==> config.mk <==
export PLATFORM = sky130hd
export DESIGN_NAME = spi_chan_ctrl
export DESIGN_NICKNAME = d
export VERILOG_FILES = /design/src/rtl/spi_cc_pkg.sv /design/src/rtl/spi_cc_chan.sv /design/src/rtl/spi_cc_arb.sv /design/src/rtl/spi_cc_shift.sv /design/src/rtl/spi_chan_ctrl.sv
export SDC_FILE = /design/constraint.sdc
export NUM_CORES = 1
export LEC_CHECK = 0
export ABC_AREA = 1
export BUFFER_PORTS_ARGS = -buffer_cell sky130_fd_sc_hd__buf_4
export CAP_MARGIN = 10
export CORE_AREA = 4 4 218 305
export CTS_BUF_LIST = sky130_fd_sc_hd__clkbuf_16
export DETAILED_ROUTE_END_ITERATION = 6
export DIE_AREA = 0 0 222 309
export GPL_ROUTABILITY_DRIVEN = 0
export GPL_TIMING_DRIVEN = 1
export PLACE_DENSITY_LB_ADDON = 0.25
export SETUP_SLACK_MARGIN = 0.02
export SLEW_MARGIN = 20
export SYNTH_ARGS = -nofsm -noshare
export SYNTH_HDL_FRONTEND = slang
export SYNTH_HIERARCHICAL = 1
export SYNTH_SLANG_ARGS = --single-unit
==> constraint.sdc <==
create_clock -name clk_i -period 3.21 [get_ports clk_i]
set_input_delay 0.1605 -clock clk_i [delete_from_list [all_inputs] [get_ports clk_i]]
set_output_delay 0.1605 -clock clk_i [all_outputs]
set_load 0.1 [all_outputs]
==> src/rtl/spi_cc_pkg.sv <==
package spi_cc_pkg;
  localparam int WORD_W     = 32;
  localparam int CFG_W      = 23;
  localparam int MODCTL_OFS = 'h28;
  localparam int CH_BASE    = 'h2C;
  localparam int CH_STRIDE  = 'h14;
  localparam int OFS_CFG    = 'h0;
  localparam int OFS_STAT   = 'h4;
  localparam int OFS_CTL    = 'h8;
  localparam int OFS_TX     = 'hC;
  localparam int OFS_RX     = 'h10;

  localparam logic [CFG_W-1:0] CFG_RST = 23'h060000;

  typedef enum logic [1:0] {
    TRM_BOTH    = 2'd0,
    TRM_RX_ONLY = 2'd1,
    TRM_TX_ONLY = 2'd2,
    TRM_BAD     = 2'd3
  } trm_e;

  typedef struct packed {
    logic eot;
    logic txe;
    logic rxf;
  } stat_t;
endpackage

==> src/rtl/spi_cc_chan.sv <==
module spi_cc_chan
  import spi_cc_pkg::*;
(
  input  logic              clk_i,
  input  logic              rst_ni,
  input  logic              wr_cfg_i,
  input  logic              wr_ctl_i,
  input  logic              wr_tx_i,
  input  logic              rd_rx_i,
  input  logic [WORD_W-1:0] wdata_i,
  input  logic              start_i,
  input  logic              done_i,
  input  logic [WORD_W-1:0] rx_word_i,
  output logic [CFG_W-1:0]  cfg_o,
  output stat_t             stat_o,
  output logic              en_o,
  output logic [WORD_W-1:0] tx_o,
  output logic [WORD_W-1:0] rx_o,
  output logic [4:0]        wl_o,
  output logic              force_cs_o,
  output logic              ready_o,
  output logic              tx_dreq_o,
  output logic              rx_dreq_o
);
  logic [CFG_W-1:0]  cfg_q;
  stat_t             stat_q;
  logic              en_q;
  logic [WORD_W-1:0] tx_q, rx_q;
  trm_e              trm;
  logic              turbo, dma_tx_en, dma_rx_en;
  logic              rx_ok, tx_ok;

  assign trm       = trm_e'(cfg_q[13:12]);
  assign turbo     = cfg_q[19];
  assign dma_tx_en = cfg_q[14];
  assign dma_rx_en = cfg_q[15];

  always_ff @(posedge clk_i or negedge rst_ni) begin
    if (!rst_ni) begin
      cfg_q  <= CFG_RST;
      stat_q <= '{eot: 1'b0, txe: 1'b1, rxf: 1'b0};
      en_q   <= 1'b0;
      tx_q   <= '0;
      rx_q   <= '0;
    end else begin
      if (wr_cfg_i) cfg_q <= wdata_i[CFG_W-1:0];
      if (wr_ctl_i) en_q  <= wdata_i[0];
      if (wr_tx_i)  tx_q  <= wdata_i;
      if (done_i)   rx_q  <= rx_word_i;
      // new data written in the completion cycle keeps the register full
      if (wr_tx_i)      stat_q.txe <= 1'b0;
      else if (done_i)  stat_q.txe <= 1'b1;
      // fresh word arriving beats a read of the old one
      if (done_i && trm != TRM_TX_ONLY) stat_q.rxf <= 1'b1;
      else if (rd_rx_i)                 stat_q.rxf <= 1'b0;
      if (start_i)     stat_q.eot <= 1'b0;
      else if (done_i) stat_q.eot <= 1'b1;
    end
  end

  assign rx_ok   = !stat_q.rxf || trm == TRM_TX_ONLY || turbo;
  assign tx_ok   = !stat_q.txe || trm == TRM_RX_ONLY;
  assign ready_o = en_q && rx_ok && tx_ok;

  assign tx_dreq_o = en_q && dma_tx_en && stat_q.txe && trm != TRM_RX_ONLY;
  assign rx_dreq_o = en_q && dma_rx_en && stat_q.rxf && trm != TRM_TX_ONLY;

  assign wl_o       = (cfg_q[11:7] < 5'd3) ? 5'd3 : cfg_q[11:7];
  assign force_cs_o = cfg_q[20];
  assign cfg_o      = cfg_q;
  assign stat_o     = stat_q;
  assign en_o       = en_q;
  assign tx_o       = tx_q;
  assign rx_o       = rx_q;
endmodule

==> src/rtl/spi_cc_arb.sv <==
module spi_cc_arb #(
  parameter int N  = 4,
  parameter int IW = 2
) (
  input  logic [N-1:0]  req_i,
  output logic [N-1:0]  gnt_o,
  output logic [IW-1:0] idx_o,
  output logic          any_o
);
  always_comb begin
    logic found;
    found = 1'b0;
    gnt_o = '0;
    idx_o = '0;
    for (int i = 0; i < N; i++) begin
      if (req_i[i] && !found) begin
        gnt_o[i] = 1'b1;
        idx_o    = IW'(i);
        found    = 1'b1;
      end
    end
  end
  assign any_o = |req_i;
endmodule

==> src/rtl/spi_cc_shift.sv <==
module spi_cc_shift
  import spi_cc_pkg::*;
#(
  parameter int CLK_DIV = 4
) (
  input  logic              clk_i,
  input  logic              rst_ni,
  input  logic              start_i,
  input  logic [4:0]        wl_i,
  input  logic [WORD_W-1:0] tx_i,
  input  logic              miso_i,
  output logic              busy_o,
  output logic              done_o,
  output logic              sck_o,
  output logic              mosi_o,
  output logic [WORD_W-1:0] rx_o
);
  localparam int HALF = CLK_DIV / 2;
  localparam int DW   = (HALF > 1) ? $clog2(HALF) : 1;

  logic              busy_q, sck_q;
  logic [DW-1:0]     div_q;
  logic [5:0]        bit_q, nb_q;
  logic [WORD_W-1:0] tx_sh, rx_sh;
  logic              tick;

  assign tick = busy_q && (div_q == DW'(HALF - 1));

  always_ff @(posedge clk_i or negedge rst_ni) begin
    if (!rst_ni) begin
      busy_q <= 1'b0;
      sck_q  <= 1'b0;
      div_q  <= '0;
      bit_q  <= '0;
      nb_q   <= '0;
      tx_sh  <= '0;
      rx_sh  <= '0;
    end else if (start_i && !busy_q) begin
      busy_q <= 1'b1;
      sck_q  <= 1'b0;
      div_q  <= '0;
      bit_q  <= '0;
      nb_q   <= {1'b0, wl_i} + 6'd1;
      tx_sh  <= tx_i << (5'd31 - wl_i);  // MSB of the word to bit 31
      rx_sh  <= '0;
    end else if (busy_q) begin
      div_q <= tick ? '0 : div_q + DW'(1);
      if (tick) begin
        if (!sck_q) begin
          sck_q <= 1'b1;
          rx_sh <= {rx_sh[WORD_W-2:0], miso_i};
          bit_q <= bit_q + 6'd1;
        end else begin
          sck_q <= 1'b0;
          if (bit_q == nb_q) busy_q <= 1'b0;
          else               tx_sh  <= {tx_sh[WORD_W-2:0], 1'b0};
        end
      end
    end
  end

  assign done_o = tick && sck_q && (bit_q == nb_q);
  assign busy_o = busy_q;
  assign sck_o  = sck_q;
  assign mosi_o = busy_q && tx_sh[WORD_W-1];
  assign rx_o   = rx_sh;
endmodule

==> src/rtl/spi_chan_ctrl.sv <==
module spi_chan_ctrl
  import spi_cc_pkg::*;
#(
  parameter int NUM_CH  = 4,
  parameter int CLK_DIV = 4,
  parameter int ADDR_W  = 8
) (
  input  logic              clk_i,
  input  logic              rst_ni,
  input  logic              bus_req_i,
  input  logic              bus_we_i,
  input  logic [ADDR_W-1:0] bus_addr_i,
  input  logic [WORD_W-1:0] bus_wdata_i,
  output logic [WORD_W-1:0] bus_rdata_o,
  output logic              sck_o,
  output logic              mosi_o,
  input  logic              miso_i,
  output logic [NUM_CH-1:0] cs_n_o,
  output logic [NUM_CH-1:0] tx_dreq_o,
  output logic [NUM_CH-1:0] rx_dreq_o
);
  localparam int IDX_W = (NUM_CH > 1) ? $clog2(NUM_CH) : 1;

  logic              wr, rd, single_q;
  logic [NUM_CH-1:0] wr_cfg, wr_ctl, wr_tx, rd_rx;
  logic [NUM_CH-1:0] ready, gnt, start_v, done_v, force_cs, hit;
  logic [WORD_W-1:0] ch_rdata [NUM_CH];
  logic [4:0]        ch_wl    [NUM_CH];
  logic [WORD_W-1:0] ch_tx    [NUM_CH];
  logic [IDX_W-1:0]  gnt_idx, act_q;
  logic              any_ready, eng_start, eng_busy, eng_done;
  logic [WORD_W-1:0] eng_rx;

  assign wr = bus_req_i && bus_we_i;
  assign rd = bus_req_i && !bus_we_i;

  always_ff @(posedge clk_i or negedge rst_ni) begin
    if (!rst_ni)                                             single_q <= 1'b0;
    else if (wr && bus_addr_i == ADDR_W'(MODCTL_OFS))        single_q <= bus_wdata_i[0];
  end

  spi_cc_arb #(.N(NUM_CH), .IW(IDX_W)) u_arb (
    .req_i (ready),
    .gnt_o (gnt),
    .idx_o (gnt_idx),
    .any_o (any_ready)
  );

  assign eng_start = any_ready && !eng_busy;

  always_ff @(posedge clk_i or negedge rst_ni) begin
    if (!rst_ni)        act_q <= '0;
    else if (eng_start) act_q <= gnt_idx;
  end

  for (genvar i = 0; i < NUM_CH; i++) begin : g_ch
    localparam int B = CH_BASE + CH_STRIDE * i;
    logic [CFG_W-1:0]  cfg;
    stat_t             stat;
    logic              en;
    logic [WORD_W-1:0] rxd;

    assign wr_cfg[i]  = wr && bus_addr_i == ADDR_W'(B + OFS_CFG);
    assign wr_ctl[i]  = wr && bus_addr_i == ADDR_W'(B + OFS_CTL);
    assign wr_tx[i]   = wr && bus_addr_i == ADDR_W'(B + OFS_TX);
    assign rd_rx[i]   = rd && bus_addr_i == ADDR_W'(B + OFS_RX);
    assign start_v[i] = eng_start && gnt[i];
    assign done_v[i]  = eng_done && act_q == IDX_W'(i);

    spi_cc_chan u_chan (
      .clk_i      (clk_i),
      .rst_ni     (rst_ni),
      .wr_cfg_i   (wr_cfg[i]),
      .wr_ctl_i   (wr_ctl[i]),
      .wr_tx_i    (wr_tx[i]),
      .rd_rx_i    (rd_rx[i]),
      .wdata_i    (bus_wdata_i),
      .start_i    (start_v[i]),
      .done_i     (done_v[i]),
      .rx_word_i  (eng_rx),
      .cfg_o      (cfg),
      .stat_o     (stat),
      .en_o       (en),
      .tx_o       (ch_tx[i]),
      .rx_o       (rxd),
      .wl_o       (ch_wl[i]),
      .force_cs_o (force_cs[i]),
      .ready_o    (ready[i]),
      .tx_dreq_o  (tx_dreq_o[i]),
      .rx_dreq_o  (rx_dreq_o[i])
    );

    always_comb begin
      hit[i]      = 1'b1;
      ch_rdata[i] = '0;
      if      (bus_addr_i == ADDR_W'(B + OFS_CFG))  ch_rdata[i] = {{(WORD_W-CFG_W){1'b0}}, cfg};
      else if (bus_addr_i == ADDR_W'(B + OFS_STAT)) ch_rdata[i] = {{(WORD_W-3){1'b0}}, stat};
      else if (bus_addr_i == ADDR_W'(B + OFS_CTL))  ch_rdata[i] = {{(WORD_W-1){1'b0}}, en};
      else if (bus_addr_i == ADDR_W'(B + OFS_TX))   ch_rdata[i] = ch_tx[i];
      else if (bus_addr_i == ADDR_W'(B + OFS_RX))   ch_rdata[i] = rxd;
      else                                          hit[i]      = 1'b0;
    end

    assign cs_n_o[i] = !(eng_busy && act_q == IDX_W'(i) && (!single_q || force_cs[i]));
  end

  always_comb begin
    bus_rdata_o = '0;
    if (bus_addr_i == ADDR_W'(MODCTL_OFS)) bus_rdata_o = {{(WORD_W-1){1'b0}}, single_q};
    for (int i = 0; i < NUM_CH; i++)
      if (hit[i]) bus_rdata_o = ch_rdata[i];
  end

  spi_cc_shift #(.CLK_DIV(CLK_DIV)) u_shift (
    .clk_i   (clk_i),
    .rst_ni  (rst_ni),
    .start_i (eng_start),
    .wl_i    (ch_wl[gnt_idx]),
    .tx_i    (ch_tx[gnt_idx]),
    .miso_i  (miso_i),
    .busy_o  (eng_busy),
    .done_o  (eng_done),
    .sck_o   (sck_o),
    .mosi_o  (mosi_o),
    .rx_o    (eng_rx)
  );
endmodule

# Word-level counts from Yosys, hierarchy flattened
# Index checks and enable logic that the tools add are counted.
# word_totals
wordCells,334
rom_bits,0
latchBits,0
ram_bits,0
out_inout_bits,46
mem_count,0
regBits,446
# op_classes
div,0
shifts,1
magnitude_cmp,5
n_mux,109
reduce_logical,134
mul,0
add_sub_neg,4
bitwise,1
n_eq_ne,43
# ops
op,count
$mux W32,35
$eq A8 B7 Y1 const B,15
$logic_and A1 B1 Y1,80
$bmux W32 S2,1
$mux W1,60
$eq A8 B6 Y1 const B,6
$shl A32 B5 Y32,1
$mux W5,6
$reduce_bool A2 Y1,15
$mux W6,4
$lt A5 B2 Y1 const B,4
$logic_not A1 Y1,18
$logic_or A1 B1 Y1,16
$eq A2 B2 Y1 const B,6
$bmux W5 S2,1
$eq A2 B1 Y1 const B,5
$ne A2 B1 Y1 const B,5
$ne A2 B2 Y1 const B,5
$add A5 B1 Y6 const B,1
$add A6 B1 Y6 const B,1
$eq A6 B6 Y1,1
$sub A5 B5 Y5 const A,1
$mux W2,2
$reduce_and A4 Y1,1
7 further kinds,7

# Logic depth before layout (Yosys ltp)
# Gate-level depths: netlist (run 1).
# logic_depth
word_depth,22
depth_mapped,26
mapped_depth_nobuf,22

# Hierarchy
# The synthesis (run 1) kept the hierarchy.
# by_module_without_submodules
module,area_each_um2,cells_each,instances
spi_cc_chan,3686.0,399,4
spi_cc_shift,5037.3,744,1
spi_chan_ctrl,4240.3,901,1
spi_cc_arb,72.6,14,1

# Worst setup path before layout (run 1)
# No wires, ideal clock.
# synth_path
path_type,reg2reg
startpoint,reg g_ch[0].u_chan.cfg_q[13]
endpoint,reg u_shift.tx_sh[22]
synth_period_minus_slack_ns,2.904
n_path_buf,4
path_stages_with_launch,23
t_required_ns,3.085
setup_ns,0.125
slack_ns,0.306
arrival_ns,2.779
cell_sequence,dfrtp_1 -> inv_1 -> nand2_1 -> nand2_1 -> nand2_1 -> nor2_1 -> inv_1 -> nand2_1 -> nand2_1 -> inv_1 -> buf_2 -> clkbuf_1 -> nor2_1 -> o22ai_1 -> buf_2 -> buf_2 -> nand3_1 -> nand3_1 -> nand2_1 -> nand3_1 -> nand2_1 -> o21ai_0 -> o21ai_1
# synth_via
elab_chain_cells,22
elab_cells_between_ends,37
classes_between,add/sub: 1; eq/ne: 3; shift: 1; mux: 13; bitwise: 1; reduce/logical: 18
# synth_rtl
item,line,text
from (decl),spi_cc_chan.sv:25,logic [CFG_W-1:0] cfg_q;
from (signal assigned),spi_cc_chan.sv:46,if (wr_cfg_i) cfg_q <= wdata_i[CFG_W-1:0];
$eq A2 B2 Y1,spi_cc_chan.sv:61,assign rx_ok = !stat_q.rxf || trm == TRM_TX_ONLY || turbo;
$logic_or A1 B1 Y1 (2 in series),spi_cc_chan.sv:61,
$logic_and A1 B1 Y1,spi_cc_chan.sv:63,assign ready_o = en_q && rx_ok && tx_ok;
$logic_and A1 B1 Y1 (*),spi_cc_chan.sv:63,
net ready[0],spi_chan_ctrl.sv:26,"logic [NUM_CH-1:0] ready, gnt, start_v, done_v, force_cs, hit;"
$mux W1 (*),spi_cc_arb.sv:16,if (req_i[i] && !found) begin
$logic_not A1 Y1,spi_cc_arb.sv:16,
$logic_and A1 B1 Y1,spi_cc_arb.sv:16,
(+6 left out),-,
$mux W2 (*),spi_cc_arb.sv:16,
net gnt_idx[0],spi_chan_ctrl.sv:30,"logic [IDX_W-1:0] gnt_idx, act_q;"
$not A2 Y3 (not written as such) (*),"spi_chan_ctrl.sv:118, spi_chan_ctrl.sv:119",
$bmux W5 S2,spi_chan_ctrl.sv:118,".wl_i (ch_wl[gnt_idx]),"
$mux W5 (not written as such) (2 in series),spi_chan_ctrl.sv:118,
$sub A5 B5 Y5,spi_cc_shift.sv:44,tx_sh <= tx_i << (5'd31 - wl_i);
$shl A32 B5 Y32 (*),spi_cc_shift.sv:44,
$mux W32 (*),spi_cc_shift.sv:38,end else if (start_i && !busy_q) begin
to (signal assigned),spi_cc_shift.sv:44,
to (signal assigned),spi_cc_shift.sv:56,"else tx_sh <= {tx_sh[WORD_W-2:0], 1'b0};"
to (decl),spi_cc_shift.sv:24,"logic [WORD_W-1:0] tx_sh, rx_sh;"
# The timed path passes the listed nets; every way through them passes the cells marked *. The select of a mux whose other input is x is not followed.
# A chain may end at the register's enable or synchronous reset.

# Final worst setup path (run 1)
# layout_path
startpoint,reg g_ch[1].u_chan.cfg_q[12]
endpoint,reg u_shift.tx_sh[23]
# layout_via
elab_chain_cells,20
elab_cells_between_ends,35
classes_between,add/sub: 1; eq/ne: 3; shift: 1; mux: 12; bitwise: 1; reduce/logical: 17
# layout_rtl
item,line
from (decl),spi_cc_chan.sv:25
from (signal assigned),spi_cc_chan.sv:46
$eq A2 B2 Y1,spi_cc_chan.sv:61
$logic_or A1 B1 Y1 (2 in series),spi_cc_chan.sv:61
$logic_and A1 B1 Y1,spi_cc_chan.sv:63
$logic_and A1 B1 Y1 (*),spi_cc_chan.sv:63
net ready[1],spi_chan_ctrl.sv:26
$logic_and A1 B1 Y1 (*),spi_cc_arb.sv:16
$mux W1 (*),spi_cc_arb.sv:16
$logic_not A1 Y1,spi_cc_arb.sv:16
(+4 left out),-
$mux W2 (*),spi_cc_arb.sv:16
net gnt_idx[1],spi_chan_ctrl.sv:30
$not A2 Y3 (not written as such) (*),"spi_chan_ctrl.sv:118, spi_chan_ctrl.sv:119"
$bmux W5 S2,spi_chan_ctrl.sv:118
$mux W5 (not written as such) (2 in series),spi_chan_ctrl.sv:118
$sub A5 B5 Y5,spi_cc_shift.sv:44
$shl A32 B5 Y32 (*),spi_cc_shift.sv:44
$mux W32 (*),spi_cc_shift.sv:38
# Marks and branches as above.

==> results of run 1 <==
where the power goes:
group,leakage (nW),internal [mW],switching (mW)
clock network,0.711,2.77,2.37
registers,5.02,6.17,0.426
logic,8.50,1.68,3.52
cells by family after synthesis:
logic type / count (synthesis) / synth area share
compound gates: 515 / 0.123
fa+ha+maj: 2 / 0.00104
buf+inv: 532 / 0.111
flops: 446 / 0.464
simple gates: 1760 / 0.302
layer usage:
metal,track usage,vias up
met2,0.424,772
met1,0.313,10700
met4,0.0983,0
li1,-,10600
met5,0,-
met3,0.0335,211
layout make-up:
class                   instances  area, um2
fillers                      6596      35800
flip-flops and latches        446      11200
repair buffers                284       2600
well taps                     840       1050
inverters                     339       1300
multi-input cells            2277      10500
repair inverters                1       5.00
clock buffers                  46       1150
clock inverters                37        231
repair_timing:
action | CTS | global route
pin swaps | 1 | 9
cloned | 0 | 5
resized for setup | 6 | 63
hold endpoints to repair | 297 | 0
setup endpoints to repair | 21 | 34
buffers inserted | 1 | 18
hold buffers | 37 | 0
tightest hold or removal path, delay by kind of cell:
family | cells | cell delay, ns
buffers and inverters | 2 | 0.12
and+or+nand+nor | 2 | 0.22
AOI/OAI and AO/OA | 1 | 0.13
worst max-delay path by stage:
stage                              from                end  slack, ns  cells after the start
4_1_cts        g_ch[0].u_chan/cfg_o[13]   u_shift/tx_sh[9]       0.04                     20
5_1_grt        g_ch[1].u_chan/cfg_o[13]  u_shift/tx_sh[23]      0.006                     20
2_1_floorplan  g_ch[0].u_chan/cfg_o[13]  u_shift/tx_sh[22]       0.31                     22
3_3_place_gp   g_ch[0].u_chan/cfg_o[13]   u_shift/tx_sh[5]      -0.23                     22
3_5_place_dp   g_ch[0].u_chan/cfg_o[13]   u_shift/tx_sh[5]      -0.25                     22
6_report       g_ch[1].u_chan/cfg_o[12]  u_shift/tx_sh[23]       0.16                     23
registers in the layout, summed over array words and instances (netlist names), 2 cells and up:
register and cells:
g_ch.u_chan/rx_o 128, g_ch.u_chan/tx_o 128, g_ch.u_chan/cfg_o 92, u_shift/rx_o 32, u_shift/tx_sh 32, g_ch.u_chan/stat_o 12, u_shift/bit_q 6, u_shift/nb_q 6
g_ch.u_chan/en_o 4, act_q 2
through the flow:
stage	power [mW]	cells	hold slack, ns
global route	17.8	4270	0.128
global placement	11.5	4126	0.247
CTS	16.7	4247	0.0772
finish	16.9	4270	0.0897
floorplan	9.65	3255	-0.135
detailed placement	11.5	4126	0.247
cells in the final DEF, fill, tap and decap left out, types with 9 or more instances in the layout:
cell type / synthesis / layout
sky130_fd_sc_hd__clkinv_1: 1 / 13
sky130_fd_sc_hd__nand3_1: 229 / 217
sky130_fd_sc_hd__nand3_2: 2 / 14
sky130_fd_sc_hd__dfrtp_1: 434 / 434
sky130_fd_sc_hd__buf_4: 34 / 213
sky130_fd_sc_hd__buf_12: 0 / 24
sky130_fd_sc_hd__a21oi_1: 72 / 70
sky130_fd_sc_hd__nand4_1: 26 / 26
sky130_fd_sc_hd__nor2_1: 185 / 174
sky130_fd_sc_hd__nand2_1: 1243 / 1238
sky130_fd_sc_hd__o22ai_1: 56 / 48
sky130_fd_sc_hd__nand2_2: 8 / 11
sky130_fd_sc_hd__dlygate4sd3_1: 0 / 37
sky130_fd_sc_hd__dfstp_2: 12 / 12
sky130_fd_sc_hd__inv_2: 24 / 27
sky130_fd_sc_hd__nor3_1: 29 / 20
sky130_fd_sc_hd__nor3_2: 0 / 9
sky130_fd_sc_hd__nor2_2: 10 / 16
sky130_fd_sc_hd__nor2_4: 9 / 14
sky130_fd_sc_hd__o21ai_2: 68 / 72
sky130_fd_sc_hd__o21ai_0: 287 / 275
sky130_fd_sc_hd__inv_1: 310 / 314
sky130_fd_sc_hd__o21ai_1: 12 / 20
sky130_fd_sc_hd__clkbuf_16: 0 / 48
==> reports/qor.yml, run 1 <==
outcome: "finished clean"
synth_top_cells_by_count: "sky130_fd_sc_hd__nand2_1, sky130_fd_sc_hd__dfrtp_1, sky130_fd_sc_hd__inv_1"
ranking_of_synthesized_cells_by_area: "sky130_fd_sc_hd__dfrtp_1, sky130_fd_sc_hd__nand2_1, sky130_fd_sc_hd__o21ai_0"
clk-insertion-delay-late_ns: 0.59
static-leakage-power_nw: 14.2
max_cap_viol_count: 0
vias_per_cell: 5.21
synth-async-reset-ratio: 1.00
cts.clk_slew.worst_paths_ns: 0.06
route.detailed.wl_per_inst_um: 20.2
ant_diodes: 0
clockRootBuffer: "sky130_fd_sc_hd__clkbuf_16"
synth_top_area_cell: "sky130_fd_sc_hd__dfrtp_1"
drive_above_1_share: 0.150
worst-setup-path-type: "flop to flop"
wl_met2_um: 41900
timing.rr.end: "u_shift/tx_sh[23]"
max_freq_ghz: 0.328
reg2reg_slack_ns: 0.16
worst_slew_margin: 0.381
min_path_type: "input pin to flop"
cp.required_ns: 3.67
cp_max_fo: 5
period_needed_ns: 3.05
design.final.nets: 3442
ant_nets: 0
most_frequent_cell_after_synthesis: "sky130_fd_sc_hd__nand2_1"
worst_pin_slew_ns: 0.928
clockBufferDepth: 3
drt_wl_total_um: 86500
hold_viol: 0
synth_top_flop_cell: "sky130_fd_sc_hd__dfrtp_1"
start_kind: "flop"
place_hpwl_um: 57200
placement.setup.worst_slack_ns: -0.252
grt_first_pass_wirelength_um: 131000
numCtsBuffers: 46
synthDominantCellAreaShare: 0.451
worstSetupEndpointType: "flop"
power-per-cell-area_nw_per_um2: 605
clock-sinks: 446
maxSlewViolCount: 0
buffers_plus_inverters_on_the_worst_setup_path: 7
drc: 0
finalSetupTns_ns: 0
synthesis.area_per_instance_um2: 7.40
timing.critical_path.cells: "inv_1 > nand2_1 > nand2_1 > nor2_2 > nor2_2 > nor2_4 > o21ai_1 > inv_2 > clkinvlp_4 > buf_4 > o21ai_0 > o22ai_2 > buf_4 > buf_4 > o21ai_1 > buf_4 > nand2_1 > nand3_1 > nand2_1 > nand2_1 > nand2_1 > o21bai_1 > nand2_1"
synth-edff-count: 0
design_area_um2: 28000
critPathSlowestCell: "sky130_fd_sc_hd__dfrtp_1"
first_pass_iters: 5
placementRows: 110
area.growth.synth_to_final_pct: 16.3
post_synth_instance_area_um2: 24100
number_of_antenna_violations_at_the_first_check_in_global_routing: 0
utilization: 0.439
irDropWorstVdd_uv: 488
worst_hold_stages: 5
r2r_start: "g_ch[1].u_chan/cfg_o[12]"
clock-skew-final_ns: 0.0293
finalSetupViolCount: 0
min_to: "g_ch[3].u_chan/stat_o[0]"
die-height_um: 309
core_um2: 63900
fp.dieArea_um2: 68600
synthesis.instances: 3255
vias: 22200
first_iter_violations: 1783
start_util: 0.377
grt_pass1_vias: 21700
cp.arrival_ns: 3.50
ys_ff_latch: 446
grt.overflow.total: 0
synth_nets: 3302
wirelength_met1_um: 36000
cpPeakStageDelay_ns: 0.36
worstHoldStart: "bus_we_i"
grt_util_all_layers: 0.246
htreeDepth: 2
numPortBuffers: 90
final_critical_path_setup_slack_ns: 0.163
path_common_cell: "sky130_fd_sc_hd__nand2_1"
worst_path_dominant_cell_family: "buffers and inverters"
min_period_over_period: 0.949
ys.warnings.count: 6
unrepaired_setup_endpoints_after_global_routing: "yes"
synth_seq_area_share: 0.464
pin_count_of_the_biggest_net_entering_global_routing: 83
num_io_pins: 91
top_signal_layer_used: "met4"
tritoncts: "done"
route.met3.wl_um: 4620
timing.reg2reg.worst_path_depth: 23
floorplan.die.width_um: 222
yosys.cell_types.count: 45
placedInstanceArea_um2: 25800
No activity file was read; power rests on OpenSTA's default activity.
==> run 2, diff against run 1 <==
--- a/config.mk
+++ b/config.mk
@@ -8,13 +8,14 @@
 export ABC_AREA = 1
 export BUFFER_PORTS_ARGS = -buffer_cell sky130_fd_sc_hd__buf_4
 export CAP_MARGIN = 10
-export CORE_AREA = 4 4 218 305
+export CORE_AREA = 2 2 216 303
 export CTS_BUF_LIST = sky130_fd_sc_hd__clkbuf_16
 export DETAILED_ROUTE_END_ITERATION = 6
-export DIE_AREA = 0 0 222 309
+export DIE_AREA = 0 0 218 305
 export GPL_ROUTABILITY_DRIVEN = 0
 export GPL_TIMING_DRIVEN = 1
 export PLACE_DENSITY_LB_ADDON = 0.25
+export REMOVE_ABC_BUFFERS = 1
 export SETUP_SLACK_MARGIN = 0.02
 export SLEW_MARGIN = 20
 export SYNTH_ARGS = -nofsm -noshare
==> reports/qor.yml, run 2 (synthesis gave the netlist of run 1 again) <==
power.clock.fraction: 0.309
timing.rr.end: "u_shift/tx_sh[12]"
power_mw: 17.0
fp.dieArea_um2: 66500
min_to: "g_ch[0].u_chan/stat_o[0]"
critPathSlowestCell: "sky130_fd_sc_hd__dfrtp_1"
place_hpwl_um: 58200
worstHoldStart: "bus_we_i"
route.detailed.wl_per_inst_um: 20.4
worstSetupEndpointType: "flop"
design.final.nets: 3434
tritoncts: "done"
r2r_start: "g_ch[3].u_chan/cfg_o[13]"
period_needed_ns: 3.05
final_critical_path_setup_slack_ns: 0.155
irDropWorstVdd_uv: 619
hold_viol: 0
number_of_antenna_violations_at_the_first_check_in_global_routing: 1
cts.clk_slew.worst_paths_ns: 0.06
cpPeakStageDelay_ns: 0.40
min_path_type: "input pin to flop"
worst-setup-path-type: "flop to flop"
grt.overflow.total: 0
drc: 0
core_um2: 63900
placement.setup.worst_slack_ns: 0.0415
pint_mw: 10.6
numPortBuffers: 90
first_iter_violations: 1992
worst_slew_margin: 0.349
max_freq_ghz: 0.327
timing.reg2reg.worst_path_depth: 17
die-height_um: 305
worst_pin_slew_ns: 0.975
floorplan.die.width_um: 218
grt_util_all_layers: 0.260
maxSlewViolCount: 0
numCtsBuffers: 47
utilization: 0.437
clockBufferDepth: 3
drt_wl_total_um: 87100
start_kind: "flop"
cp.arrival_ns: 3.58
switching_part_of_the_total: 0.378
clockRootBuffer: "sky130_fd_sc_hd__clkbuf_16"
power-per-cell-area_nw_per_um2: 609
buffers_plus_inverters_on_the_worst_setup_path: 6
grt_first_pass_wirelength_um: 132000
path_common_cell: "sky130_fd_sc_hd__nand2_1"
min_period_over_period: 0.952
final_cell_count_no_fill: 4265
grt_pass1_vias: 21500
worst_hold_stages: 5
power.combinational.fraction: 0.303
htreeDepth: 2
start_util: 0.377
placementRows: 110
clock-skew-final_ns: 0.0333
final_cell_mix: "sky130_fd_sc_hd__nand2_1, sky130_fd_sc_hd__dfrtp_1, sky130_fd_sc_hd__inv_1"
static-leakage-power_nw: 14.2
vias_per_cell: 5.21
worst_path_dominant_cell_family: "simple AND/OR/NAND/NOR gates"
max_cap_viol_count: 0
post-place-cells: 4136
clk-insertion-delay-late_ns: 0.62
worstSetupPathDepth: 17
ant_nets: 0
unrepaired_setup_endpoints_after_global_routing: "yes"
clock-sinks: 446
num_io_pins: 91
outcome: "finished clean"
pin_count_of_the_biggest_net_entering_global_routing: 73
mostFrequentLayoutCell: "sky130_fd_sc_hd__nand2_1"
cp_max_fo: 24
first_pass_iters: 6
drive_above_1_share: 0.141
power.switching_mw: 6.43
area.growth.synth_to_final_pct: 15.8
vias: 22200
reg2reg_slack_ns: 0.16
timing.critical_path.cells: "inv_1 > nand2_1 > nand2_1 > nand2_1 > nor2_1 > nand3_2 > nand2_2 > buf_4 > buf_12 > o21ai_1 > o22ai_1 > buf_4 > inv_2 > nor2_2 > buf_6 > nand3_1 > a21oi_1"
cp.required_ns: 3.73
finalSetupViolCount: 0
seqPwrFrac: 0.389
## run 2: cell count changes in the layout (fill, tap and decap cells not counted), moves of 3 or more
cell                      before   now
sky130_fd_sc_hd__nand3_2      14     2
sky130_fd_sc_hd__nand2_1    1238  1242
sky130_fd_sc_hd__o21ai_1      20    24
sky130_fd_sc_hd__buf_4       213   205
sky130_fd_sc_hd__nand3_1     217   229
sky130_fd_sc_hd__o21ai_2      72    69
sky130_fd_sc_hd__nor2_2       16    13
sky130_fd_sc_hd__nor2_1      174   177
sky130_fd_sc_hd__buf_12       24    27
## run 2: repair_timing
item,CTS,global route
endpoints found under the hold margin,347,0
endpoints found under the setup margin,0,35
hold buffers,37,0
resized for setup,0,35
setup buffers,0,3
## run 2: worst max path at each step
stage / startpoint / to / slack (ns)
2_1_floorplan: g_ch[0].u_chan/cfg_o[13] / u_shift/tx_sh[28] / -2.96
3_3_place_gp: g_ch[0].u_chan/cfg_o[13] / u_shift/tx_sh[31] / 0.01
3_5_place_dp: g_ch[0].u_chan/cfg_o[13] / u_shift/tx_sh[9] / 0.04
4_1_cts: g_ch[0].u_chan/cfg_o[13] / u_shift/tx_sh[25] / 0.03
5_1_grt: g_ch[0].u_chan/cfg_o[13] / u_shift/tx_sh[27] / -0.04
6_report: g_ch[3].u_chan/cfg_o[13] / u_shift/tx_sh[12] / 0.16
## run 2: stage by stage
step | TNS, ns | instance area (um2) | hold WS, ns
finish | 0 | 27900 | 0.0811
global route | -0.0490 | 27900 | 0.127
CTS | 0 | 27800 | 0.0707
detailed placement | 0 | 25900 | 0.165
global placement | 0 | 25900 | 0.164
floorplan | -477.50 | 22700 | -0.135
## run 2: power groups by stage
stage	Combinational (mW)	Sequential [mW]	Clock [mW]
floorplan	2.84	6.59	0
detailed placement	4.93	6.70	0
global route	5.58	6.67	5.55
CTS	4.97	6.60	5.35
finish	5.15	6.61	5.25
global placement	4.93	6.69	0
## run 2: final cells by class
cell class                      count  area, um2
Tap cell                          840       1050
Fill cell                        6609      36000
Antenna cell                        1       2.50
Clock buffer                       47       1180
Timing Repair Buffer              276       2560
Multi-Input combinational cell   2277      10400
Clock inverter                     39        258
Inverter                          339       1290
Sequential cell                   446      11200
## run 2: routing by layer
| metal | track usage | wire (um) |
|---|---|---|
| met2 | 0.438 | 42100 |
| met4 | 0.128 | 4590 |
| met5 | 0 | 0 |
| met1 | 0.324 | 35100 |
| met3 | 0.0382 | 5260 |
## run 2: worst register-to-register path, stage by stage, from the launching register on
cell and delay [ns]:
sky130_fd_sc_hd__dfrtp_1 0.40, sky130_fd_sc_hd__inv_1 0.08, sky130_fd_sc_hd__nand2_1 0.06, sky130_fd_sc_hd__nand2_1 0.09, sky130_fd_sc_hd__nand2_1 0.06, sky130_fd_sc_hd__nor2_1 0.21
sky130_fd_sc_hd__nand3_2 0.12, sky130_fd_sc_hd__nand2_2 0.21, sky130_fd_sc_hd__buf_4 0.21, sky130_fd_sc_hd__buf_12 0.17, sky130_fd_sc_hd__o21ai_1 0.11, sky130_fd_sc_hd__o22ai_1 0.19
sky130_fd_sc_hd__buf_4 0.21, sky130_fd_sc_hd__inv_2 0.08, sky130_fd_sc_hd__nor2_2 0.22, sky130_fd_sc_hd__buf_6 0.20, sky130_fd_sc_hd__nand3_1 0.17, sky130_fd_sc_hd__a21oi_1 0.20
